==> config.mk <==
export PLATFORM = sky130hd
export DESIGN_NAME = ctlreg_seq
export DESIGN_NICKNAME = d
export VERILOG_FILES = /design/src/rtl/ctlreg_seq_pkg.sv /design/src/rtl/ctlreg_seq_ctrl.sv /design/src/rtl/ctlreg_seq_dp.sv /design/src/rtl/ctlreg_seq.sv
export SDC_FILE = /design/constraint.sdc
export NUM_CORES = 1
export LEC_CHECK = 0
export BUFFER_PORTS_ARGS = -buffer_cell sky130_fd_sc_hd__buf_2
export CAP_MARGIN = 10
export CELL_PAD_IN_SITES_DETAIL_PLACEMENT = 0
export CELL_PAD_IN_SITES_GLOBAL_PLACEMENT = 1
export CORE_MARGIN = 3
export CORE_UTILIZATION = 25
export CTS_BUF_LIST = sky130_fd_sc_hd__clkbuf_16
export CTS_CLUSTER_SIZE = 8
export DETAILED_ROUTE_END_ITERATION = 10
export GPL_ROUTABILITY_DRIVEN = 0
export HOLD_SLACK_MARGIN = 0.02
export PLACE_DENSITY = 0.57
export SKIP_LAST_GASP = 1
export SYNTH_ARGS = -nofsm -noshare
export SYNTH_HDL_FRONTEND = slang
export SYNTH_HIERARCHICAL = 1
export SYNTH_SLANG_ARGS = --single-unit
==> constraint.sdc <==
create_clock -name clk -period 4.41 [get_ports clk]
set_input_delay 0.441 -clock clk [delete_from_list [all_inputs] [get_ports clk]]
set_output_delay 0.441 -clock clk [all_outputs]
set_load 0.05 [all_outputs]
==> src/rtl/ctlreg_seq_pkg.sv <==
package ctlreg_seq_pkg;

  typedef enum logic [3:0] {
    ST_IDLE,
    ST_ADR_HOLD,
    ST_ADR_HI,
    ST_ADR_LO,
    ST_RD_CLR,
    ST_RD_HI,
    ST_RD_LO,
    ST_MODIFY,
    ST_DAT_HOLD,
    ST_DAT_HI,
    ST_DAT_LO,
    ST_WR_HI,
    ST_WR_LO,
    ST_FIN
  } seqState_e;

  typedef enum logic [1:0] {
    BUS_ZERO,
    BUS_ADDR,
    BUS_WDATA
  } busSel_e;

  // strobes from control to datapath
  typedef struct packed {
    logic    loadReq;
    busSel_e busSel;
    logic    capAddr;
    logic    capData;
    logic    rdStb;
    logic    wrStb;
    logic    holding;
    logic    waiting;
    logic    waitLevel;
    logic    phaseFirst;
    logic    sampleRd;
    logic    applyMod;
    logic    setErr;
  } seqCtl_t;

  // status from datapath to control
  typedef struct packed {
    logic holdDone;
    logic pollHit;
    logic pollExpire;
  } seqStat_t;

endpackage

==> src/rtl/ctlreg_seq_ctrl.sv <==
module ctlreg_seq_ctrl
  import ctlreg_seq_pkg::*;
(
  input  logic     clk,
  input  logic     rstN,
  input  logic     reqValid,
  input  logic     reqWrite,
  input  logic     reqRmw,
  input  seqStat_t stat,
  output seqCtl_t  ctl,
  output logic     ready,
  output logic     done
);

  seqState_e stateQ, stateNxt;
  logic      opWriteQ, opRmwQ, modDoneQ, enterQ;
  logic      acceptReq;
  logic      goWritePath;

  assign acceptReq   = (stateQ == ST_IDLE) && reqValid;
  assign goWritePath = opRmwQ ? modDoneQ : opWriteQ;

  always_comb begin
    stateNxt       = stateQ;
    ctl            = '0;
    ctl.busSel     = BUS_ZERO;
    ctl.phaseFirst = enterQ;
    unique case (stateQ)
      ST_IDLE: begin
        if (reqValid) begin
          ctl.loadReq = 1'b1;
          stateNxt    = ST_ADR_HOLD;
        end
      end
      ST_ADR_HOLD: begin
        ctl.busSel  = BUS_ADDR;
        ctl.holding = 1'b1;
        if (stat.holdDone) stateNxt = ST_ADR_HI;
      end
      ST_ADR_HI: begin
        ctl.busSel    = BUS_ADDR;
        ctl.capAddr   = 1'b1;
        ctl.waiting   = 1'b1;
        ctl.waitLevel = 1'b1;
        if (stat.pollHit) stateNxt = ST_ADR_LO;
      end
      ST_ADR_LO: begin
        ctl.busSel  = BUS_ADDR;
        ctl.waiting = 1'b1;
        if (stat.pollHit) stateNxt = goWritePath ? ST_DAT_HOLD : ST_RD_CLR;
      end
      ST_RD_CLR: begin
        stateNxt = ST_RD_HI;
      end
      ST_RD_HI: begin
        ctl.rdStb     = 1'b1;
        ctl.waiting   = 1'b1;
        ctl.waitLevel = 1'b1;
        if (stat.pollHit) begin
          ctl.sampleRd = 1'b1;
          stateNxt     = ST_RD_LO;
        end
      end
      ST_RD_LO: begin
        ctl.waiting = 1'b1;
        if (stat.pollHit) stateNxt = opRmwQ ? ST_MODIFY : ST_FIN;
      end
      ST_MODIFY: begin
        ctl.applyMod = 1'b1;
        stateNxt     = ST_ADR_HOLD;
      end
      ST_DAT_HOLD: begin
        ctl.busSel  = BUS_WDATA;
        ctl.holding = 1'b1;
        if (stat.holdDone) stateNxt = ST_DAT_HI;
      end
      ST_DAT_HI: begin
        ctl.busSel    = BUS_WDATA;
        ctl.capData   = 1'b1;
        ctl.waiting   = 1'b1;
        ctl.waitLevel = 1'b1;
        if (stat.pollHit) stateNxt = ST_DAT_LO;
      end
      ST_DAT_LO: begin
        ctl.busSel  = BUS_WDATA;
        ctl.waiting = 1'b1;
        if (stat.pollHit) stateNxt = ST_WR_HI;
      end
      ST_WR_HI: begin
        ctl.busSel    = BUS_WDATA;
        ctl.wrStb     = 1'b1;
        ctl.waiting   = 1'b1;
        ctl.waitLevel = 1'b1;
        if (stat.pollHit) stateNxt = ST_WR_LO;
      end
      ST_WR_LO: begin
        ctl.busSel  = BUS_WDATA;
        ctl.waiting = 1'b1;
        if (stat.pollHit) stateNxt = ST_FIN;
      end
      ST_FIN: begin
        stateNxt = ST_IDLE;
      end
      default: stateNxt = ST_IDLE;
    endcase
    // any expired wait abandons the rest of the operation
    if (ctl.waiting && stat.pollExpire) begin
      ctl.setErr = 1'b1;
      stateNxt   = ST_FIN;
    end
  end

  always_ff @(posedge clk or negedge rstN) begin
    if (!rstN) begin
      stateQ   <= ST_IDLE;
      opWriteQ <= 1'b0;
      opRmwQ   <= 1'b0;
      modDoneQ <= 1'b0;
      enterQ   <= 1'b0;
    end else begin
      stateQ <= stateNxt;
      enterQ <= (stateNxt != stateQ);
      if (acceptReq) begin
        opWriteQ <= reqWrite;
        opRmwQ   <= reqRmw;
        modDoneQ <= 1'b0;
      end else if (stateQ == ST_MODIFY) begin
        modDoneQ <= 1'b1;
      end
    end
  end

  assign ready = (stateQ == ST_IDLE);
  assign done  = (stateQ == ST_FIN);


  done_pulse_chk: assert property (@(posedge clk) disable iff (!rstN)
    done |=> !done);


  strobe_onehot_chk: assert property (@(posedge clk) disable iff (!rstN)
    $onehot0({ctl.capAddr, ctl.capData, ctl.rdStb, ctl.wrStb}));


  busy_not_ready_chk: assert property (@(posedge clk) disable iff (!rstN)
    (ready && reqValid) |=> !ready);

endmodule

==> src/rtl/ctlreg_seq_dp.sv <==
module ctlreg_seq_dp
  import ctlreg_seq_pkg::*;
#(
  parameter int ADDR_W    = 16,
  parameter int DATA_W    = 16,
  parameter int HOLD_CYC  = 2,
  parameter int POLL_GAP  = 5,
  parameter int MAX_POLLS = 1000,
  localparam int BUS_W    = (ADDR_W > DATA_W) ? ADDR_W : DATA_W,
  localparam int SHIFT_W  = (DATA_W > 1) ? $clog2(DATA_W) : 1
) (
  input  logic               clk,
  input  logic               rstN,
  input  seqCtl_t            ctl,
  output seqStat_t           stat,
  input  logic [ADDR_W-1:0]  reqAddr,
  input  logic [DATA_W-1:0]  reqWdata,
  input  logic [DATA_W-1:0]  reqMask,
  input  logic [DATA_W-1:0]  reqIns,
  input  logic [SHIFT_W-1:0] reqShift,
  input  logic               ack,
  input  logic [DATA_W-1:0]  phyData,
  output logic [BUS_W-1:0]   busData,
  output logic [DATA_W-1:0]  rdData,
  output logic               err
);

  localparam int GAP_W  = $clog2(POLL_GAP + 1);
  localparam int POLL_W = $clog2(MAX_POLLS + 1);
  localparam int HOLD_W = $clog2(HOLD_CYC + 1);

  logic [ADDR_W-1:0]  addrQ;
  logic [DATA_W-1:0]  wdQ, maskQ, insQ, rdQ, merged, insShifted;
  logic [SHIFT_W-1:0] shiftQ;
  logic               errQ;

  logic [GAP_W-1:0]  gapQ, gapCur;
  logic [POLL_W-1:0] pollQ, pollCur;
  logic [HOLD_W-1:0] holdQ, holdCur;
  logic              pollNow, ackMatch;

  // ---- poll and hold timing ----
  assign gapCur   = ctl.phaseFirst ? '0 : gapQ;
  assign pollCur  = ctl.phaseFirst ? '0 : pollQ;
  assign holdCur  = ctl.phaseFirst ? '0 : holdQ;
  assign pollNow  = ctl.waiting && (gapCur == '0);
  assign ackMatch = (ack == ctl.waitLevel);

  assign stat.pollHit    = pollNow && ackMatch;
  assign stat.pollExpire = pollNow && !ackMatch && (pollCur == POLL_W'(MAX_POLLS - 1));
  assign stat.holdDone   = ctl.holding && (holdCur == HOLD_W'(HOLD_CYC - 1));

  always_ff @(posedge clk or negedge rstN) begin
    if (!rstN) begin
      gapQ  <= '0;
      pollQ <= '0;
      holdQ <= '0;
    end else begin
      if (ctl.waiting) begin
        if (pollNow) begin
          gapQ  <= GAP_W'(POLL_GAP - 1);
          pollQ <= pollCur + 1'b1;
        end else begin
          gapQ  <= gapCur - 1'b1;
          pollQ <= pollCur;
        end
      end
      if (ctl.holding) holdQ <= holdCur + 1'b1;
    end
  end

  // ---- request holding and field merge ----
  assign insShifted = insQ << shiftQ;
  assign merged     = (rdQ & ~maskQ) | (insShifted & maskQ);

  always_ff @(posedge clk or negedge rstN) begin
    if (!rstN) begin
      addrQ  <= '0;
      wdQ    <= '0;
      maskQ  <= '0;
      insQ   <= '0;
      shiftQ <= '0;
      rdQ    <= '0;
      errQ   <= 1'b0;
    end else begin
      if (ctl.loadReq) begin
        addrQ  <= reqAddr;
        wdQ    <= reqWdata;
        maskQ  <= reqMask;
        insQ   <= reqIns;
        shiftQ <= reqShift;
        rdQ    <= '0;
        errQ   <= 1'b0;
      end
      if (ctl.sampleRd) rdQ <= phyData;
      if (ctl.applyMod) wdQ <= merged;
      if (ctl.setErr) begin
        rdQ  <= '0;
        errQ <= 1'b1;
      end
    end
  end

  always_comb begin
    unique case (ctl.busSel)
      BUS_ADDR:  busData = BUS_W'(addrQ);
      BUS_WDATA: busData = BUS_W'(wdQ);
      default:   busData = '0;
    endcase
  end

  assign rdData = rdQ;
  assign err    = errQ;


  addr_hold_chk: assert property (@(posedge clk) disable iff (!rstN)
    $rose(ctl.capAddr) |-> $stable(busData));


  wdata_hold_chk: assert property (@(posedge clk) disable iff (!rstN)
    ctl.wrStb |-> $stable(busData));


  rd_clear_chk: assert property (@(posedge clk) disable iff (!rstN)
    $rose(ctl.rdStb) |-> ($past(busData) == '0));


  poll_bound_chk: assert property (@(posedge clk) disable iff (!rstN)
    pollQ <= POLL_W'(MAX_POLLS));

endmodule

==> src/rtl/ctlreg_seq.sv <==
module ctlreg_seq
  import ctlreg_seq_pkg::*;
#(
  parameter int ADDR_W    = 16,
  parameter int DATA_W    = 16,
  parameter int HOLD_CYC  = 2,
  parameter int POLL_GAP  = 5,
  parameter int MAX_POLLS = 1000,
  localparam int BUS_W    = (ADDR_W > DATA_W) ? ADDR_W : DATA_W,
  localparam int SHIFT_W  = (DATA_W > 1) ? $clog2(DATA_W) : 1
) (
  input  logic               clk,
  input  logic               rstN,
  input  logic               reqValid,
  input  logic               reqWrite,
  input  logic               reqRmw,
  input  logic [ADDR_W-1:0]  reqAddr,
  input  logic [DATA_W-1:0]  reqWdata,
  input  logic [DATA_W-1:0]  reqMask,
  input  logic [DATA_W-1:0]  reqIns,
  input  logic [SHIFT_W-1:0] reqShift,
  output logic               reqReady,
  output logic               done,
  output logic               err,
  output logic [DATA_W-1:0]  rdData,
  output logic [BUS_W-1:0]   busData,
  output logic               capAddr,
  output logic               capData,
  output logic               rdStb,
  output logic               wrStb,
  input  logic               ack,
  input  logic [DATA_W-1:0]  phyData
);

  seqCtl_t  ctl;
  seqStat_t stat;

  ctlreg_seq_ctrl ctrl_i (
    .clk      (clk),
    .rstN     (rstN),
    .reqValid (reqValid),
    .reqWrite (reqWrite),
    .reqRmw   (reqRmw),
    .stat     (stat),
    .ctl      (ctl),
    .ready    (reqReady),
    .done     (done)
  );

  ctlreg_seq_dp #(
    .ADDR_W    (ADDR_W),
    .DATA_W    (DATA_W),
    .HOLD_CYC  (HOLD_CYC),
    .POLL_GAP  (POLL_GAP),
    .MAX_POLLS (MAX_POLLS)
  ) dp_i (
    .clk      (clk),
    .rstN     (rstN),
    .ctl      (ctl),
    .stat     (stat),
    .reqAddr  (reqAddr),
    .reqWdata (reqWdata),
    .reqMask  (reqMask),
    .reqIns   (reqIns),
    .reqShift (reqShift),
    .ack      (ack),
    .phyData  (phyData),
    .busData  (busData),
    .rdData   (rdData),
    .err      (err)
  );

  assign capAddr = ctl.capAddr;
  assign capData = ctl.capData;
  assign rdStb   = ctl.rdStb;
  assign wrStb   = ctl.wrStb;


  err_with_done_chk: assert property (@(posedge clk) disable iff (!rstN)
    $rose(err) |-> done);

endmodule

==> key figures <==
Status
  – Run status: completed

Run
  – Max_cap viols: 0

Cells and area
  – Commonest non-fill, non-tap cells in the layout: buf_2 (127), dfrtp_1 (108), mux2_2 (52)
  – Number of fill cells: 2643
  – P&R area growth vs syn: 18.73%
  – Final nets: 795
  – Layout cells sized above 1: 33.95%
  – Number of diodes: 0
  – Commonest non-fill, non-tap cell in the layout: buf_2
  – Final core utilization: 30.45%

STA
  – Slew HR: 30.22%
  – Final slew viol count: 0
  – Worst Max-Slew Pin Slew: 1.047 ns
  – Setup_tns: 0 ns
  – Final worst path period need: 3.424 ns
  – Fmax: 292.0 MHz
  – Final hold violation count: 0
  – Final WS setup: 0.9857 ns
  – RSZ-0062 raised after global routing: false
  – Final period util: 77.65%
  – Worst clock skew: 0.009754 ns
  – # setup viols final: 0

Worst setup path
  – Startpoint types: register
  – Largest fanout on the critical path: 27
  – CP Capture Type: register
  – Crit-path max cell delay: 0.87 ns
  – Req. time, crit path: 4.64 ns
  – CP Cell Sequence: nor2b_2 -> o2bb2ai_1 -> or3_2 -> nand2_1 -> nor3_1 -> buf_4 -> nor2_1 -> a221oi_1 -> o221a_2 -> and3_1 -> o2111ai_2
  – CP Data Arrival Time: 3.65 ns
  – Worst Setup Path Type: reg -> reg
  – CP max stage cell: dfrtp_1

Drt
  – Vias post-DR: 4991
  – Detailed router's first-iteration violation count: 402
  – Final WL: 19.10 mm
  – Via/cell ratio: 4.855
  – Drt pass-1 iters: 4
  – Drt wl/cell: 18.58 um
  – Drt drc: 0
  – Antenna Nets Post-Route: 0

Die
  – Die Width: 164.6 um
  – Full die area: 27110 um2
  – Die height: 164.6 um
  – Starting Density: 25.65%
  – IO Pins: 129
  – Cell Rows: 57
  – Core area: 24530 um2

Synthesis
  – Synthesized cell area: 6292 um2
  – EDFF count, synth: 0
  – Synth warn: 6
  – Seq/Total Area, Yosys: 42.95%
  – Ys flop type: dfrtp_1
  – Syn avg cell area: 10.59 um2
  – Synthesized net count: 690
  – Mapped Cells: 594
  – Netlist cell types: 77
  – Yosys reg bits: 108
  – Ys async rst share: 100.0%

Placed design
  – Input/output buffers: 128
  – Final HPWL DP: 14.12 mm
  – Setup WS pre-CTS: 0.9575 ns

Global route
  – Initial antenna violation count: 0
  – Vias in the first global route: 4865
  – GRT Resource Usage Total: 14.17%
  – Global-route wire length before repair: 29.24 mm
  – Grt ovf: 0
  – Largest net degree at the start of global routing: 77

Power
  – Maximum vdd ir drop: 0.3266 mV
  – P_leak: 3.286 nW
  – Pwr dens: 784.1 nW/um2

CTS
  – CTS Sinks: 108
  – Cts bufs inserted: 9
  – CTS clock-pin slew for the worst setup and hold paths: 0.07 ns
  – CTS Root Cell: clkbuf_16
  – CTS resizes: 0
  – Worst skew pair latency: 0.35 ns
  – Setup bufs post-CTS: 0
  – CTS tree: yes
  – H-tree depth: 3
  – CTS Hold Buffers Added: 0
  – CTS max path bufs: 2

Hold path
  – Hold crit path type: in -> async
-- metrics by stage --
step	hold WS, ns	cells	power (mW)	instance area [um2]
after floorplan	0.1454	594	4.242	6292
after global placement	0.4830	1012	5.033	7156
after detailed placement	0.4976	1012	5.036	7156
after CTS	0.2773	1028	5.949	7471
after global routing	0.2862	1028	6.306	7471
final	0.2558	1028	5.858	7471
-- cells by family (layout without fill, tap and decap cells) --
kind of cell | Yosys count | count (layout) | share of synthesized area [%]
muxes | 86 | 86 | 16.94
buffers and inverters | 65 | 175 | 5.687
and+or+nand+nor | 177 | 177 | 15.13
xor gates and xnor gates | 10 | 10 | 1.392
AOI/OAI and AO/OA | 142 | 142 | 16.70
adders and majority gates | 6 | 6 | 1.193
DFF | 108 | 108 | 42.95
-- power by group --
group,internal [mW],switching (mW)
sequential,1.42,0.573
combinational,1.21,1.78
clock,0.498,0.381
total,3.12,2.73
-- final timing paths --
path	from	to	slack [ns]	depth (start not counted)
setup / recovery	ctrl_i/stateQ[2]$_DFF_PN0_	ctrl_i/enterQ$_DFF_PN0_	0.99	11
hold / removal	rstN	ctrl_i/enterQ$_DFF_PN0_	0.26	1
setup reg to reg	ctrl_i/stateQ[2]$_DFF_PN0_	ctrl_i/enterQ$_DFF_PN0_	0.99	11
hold reg to reg	dp_i/pollQ[8]$_DFFE_PN0P_	dp_i/pollQ[8]$_DFFE_PN0P_	0.51	1
max in group asynchronous	rstN	dp_i/wdQ[4]$_DFFE_PN0P_	3.08	2
min in group clk	phyData[11]	dp_i/rdData[11]$_DFFE_PN0P_	0.29	2
-- registers in the layout (all words and copies together) (netlist names), 2 cells and up --
register	cells
dp_i/wdQ	16
dp_i/rdData	16
dp_i/pollQ	10
dp_i/shiftQ	4
dp_i/insQ	16
dp_i/gapQ	3
ctrl_i/stateQ	4
dp_i/addrQ	16
dp_i/holdQ	2
dp_i/maskQ	16
-- area by class of cell --
cell class                 instances  area [um2]  share of cell area, %
timing repair buffer             141       740.7                  9.915
multi-input combinational        421        3237                  43.33
sequential                       108        2703                  36.17
inverter                          18       70.07                 0.9379
tap                              324       405.4                  5.426
clock inverter                     7       90.09                  1.206
clock buffer                       9       225.2                  3.015
-- cells in the mapped netlist (3+ instances only) --
library cell / number / share of area, %
a211o_1: 3 / 0.42
a211oi_1: 9 / 1.1
a21o_1: 4 / 0.48
a21oi_1: 19 / 1.5
a221oi_1: 3 / 0.42
a22o_1: 19 / 2.6
a22oi_1: 17 / 2.0
a311oi_1: 3 / 0.42
a31oi_1: 9 / 0.89
and2_1: 7 / 0.70
and3_1: 4 / 0.40
buf_1: 3 / 0.18
buf_2: 10 / 0.80
buf_4: 5 / 0.60
buf_6: 8 / 1.4
clkbuf_1: 19 / 1.1
dfrtp_1: 108 / 43
ha_1: 6 / 1.2
inv_1: 15 / 0.89
mux2_2: 52 / 9.3
mux2i_1: 21 / 3.3
mux4_2: 11 / 3.9
nand2_1: 36 / 2.1
nand2b_1: 6 / 0.60
nand3_1: 8 / 0.64
nand3b_1: 3 / 0.36
nor2_1: 46 / 2.7
nor2b_1: 30 / 3.0
nor3_1: 11 / 0.87
nor3b_1: 3 / 0.36
nor4_1: 3 / 0.30
o211ai_1: 5 / 0.60
o21ai_0: 23 / 1.8
xnor2_1: 6 / 0.84
xor2_1: 4 / 0.56
-- routing by layer --
layer / up-vias / GRT usage, % / share of wire, %
met3: 9 / 3.010 / 5.1
met1: 2483 / 20.37 / 46
met2: 106 / 22.40 / 48
met4: 0 / 2.135 / 0.68
met5: - / 0 / 0
li1: 2393 / - / -
-- critical path, delay by kind of cell (launching register included) --
family                 cells  cell delay [ns]
AO/OA/AOI/OAI              4             0.91
AND/OR/NAND/NOR            6             1.31
buffers and inverters      1             0.20
flip-flops                 1             0.87
(Power assumes the default switching activity.)
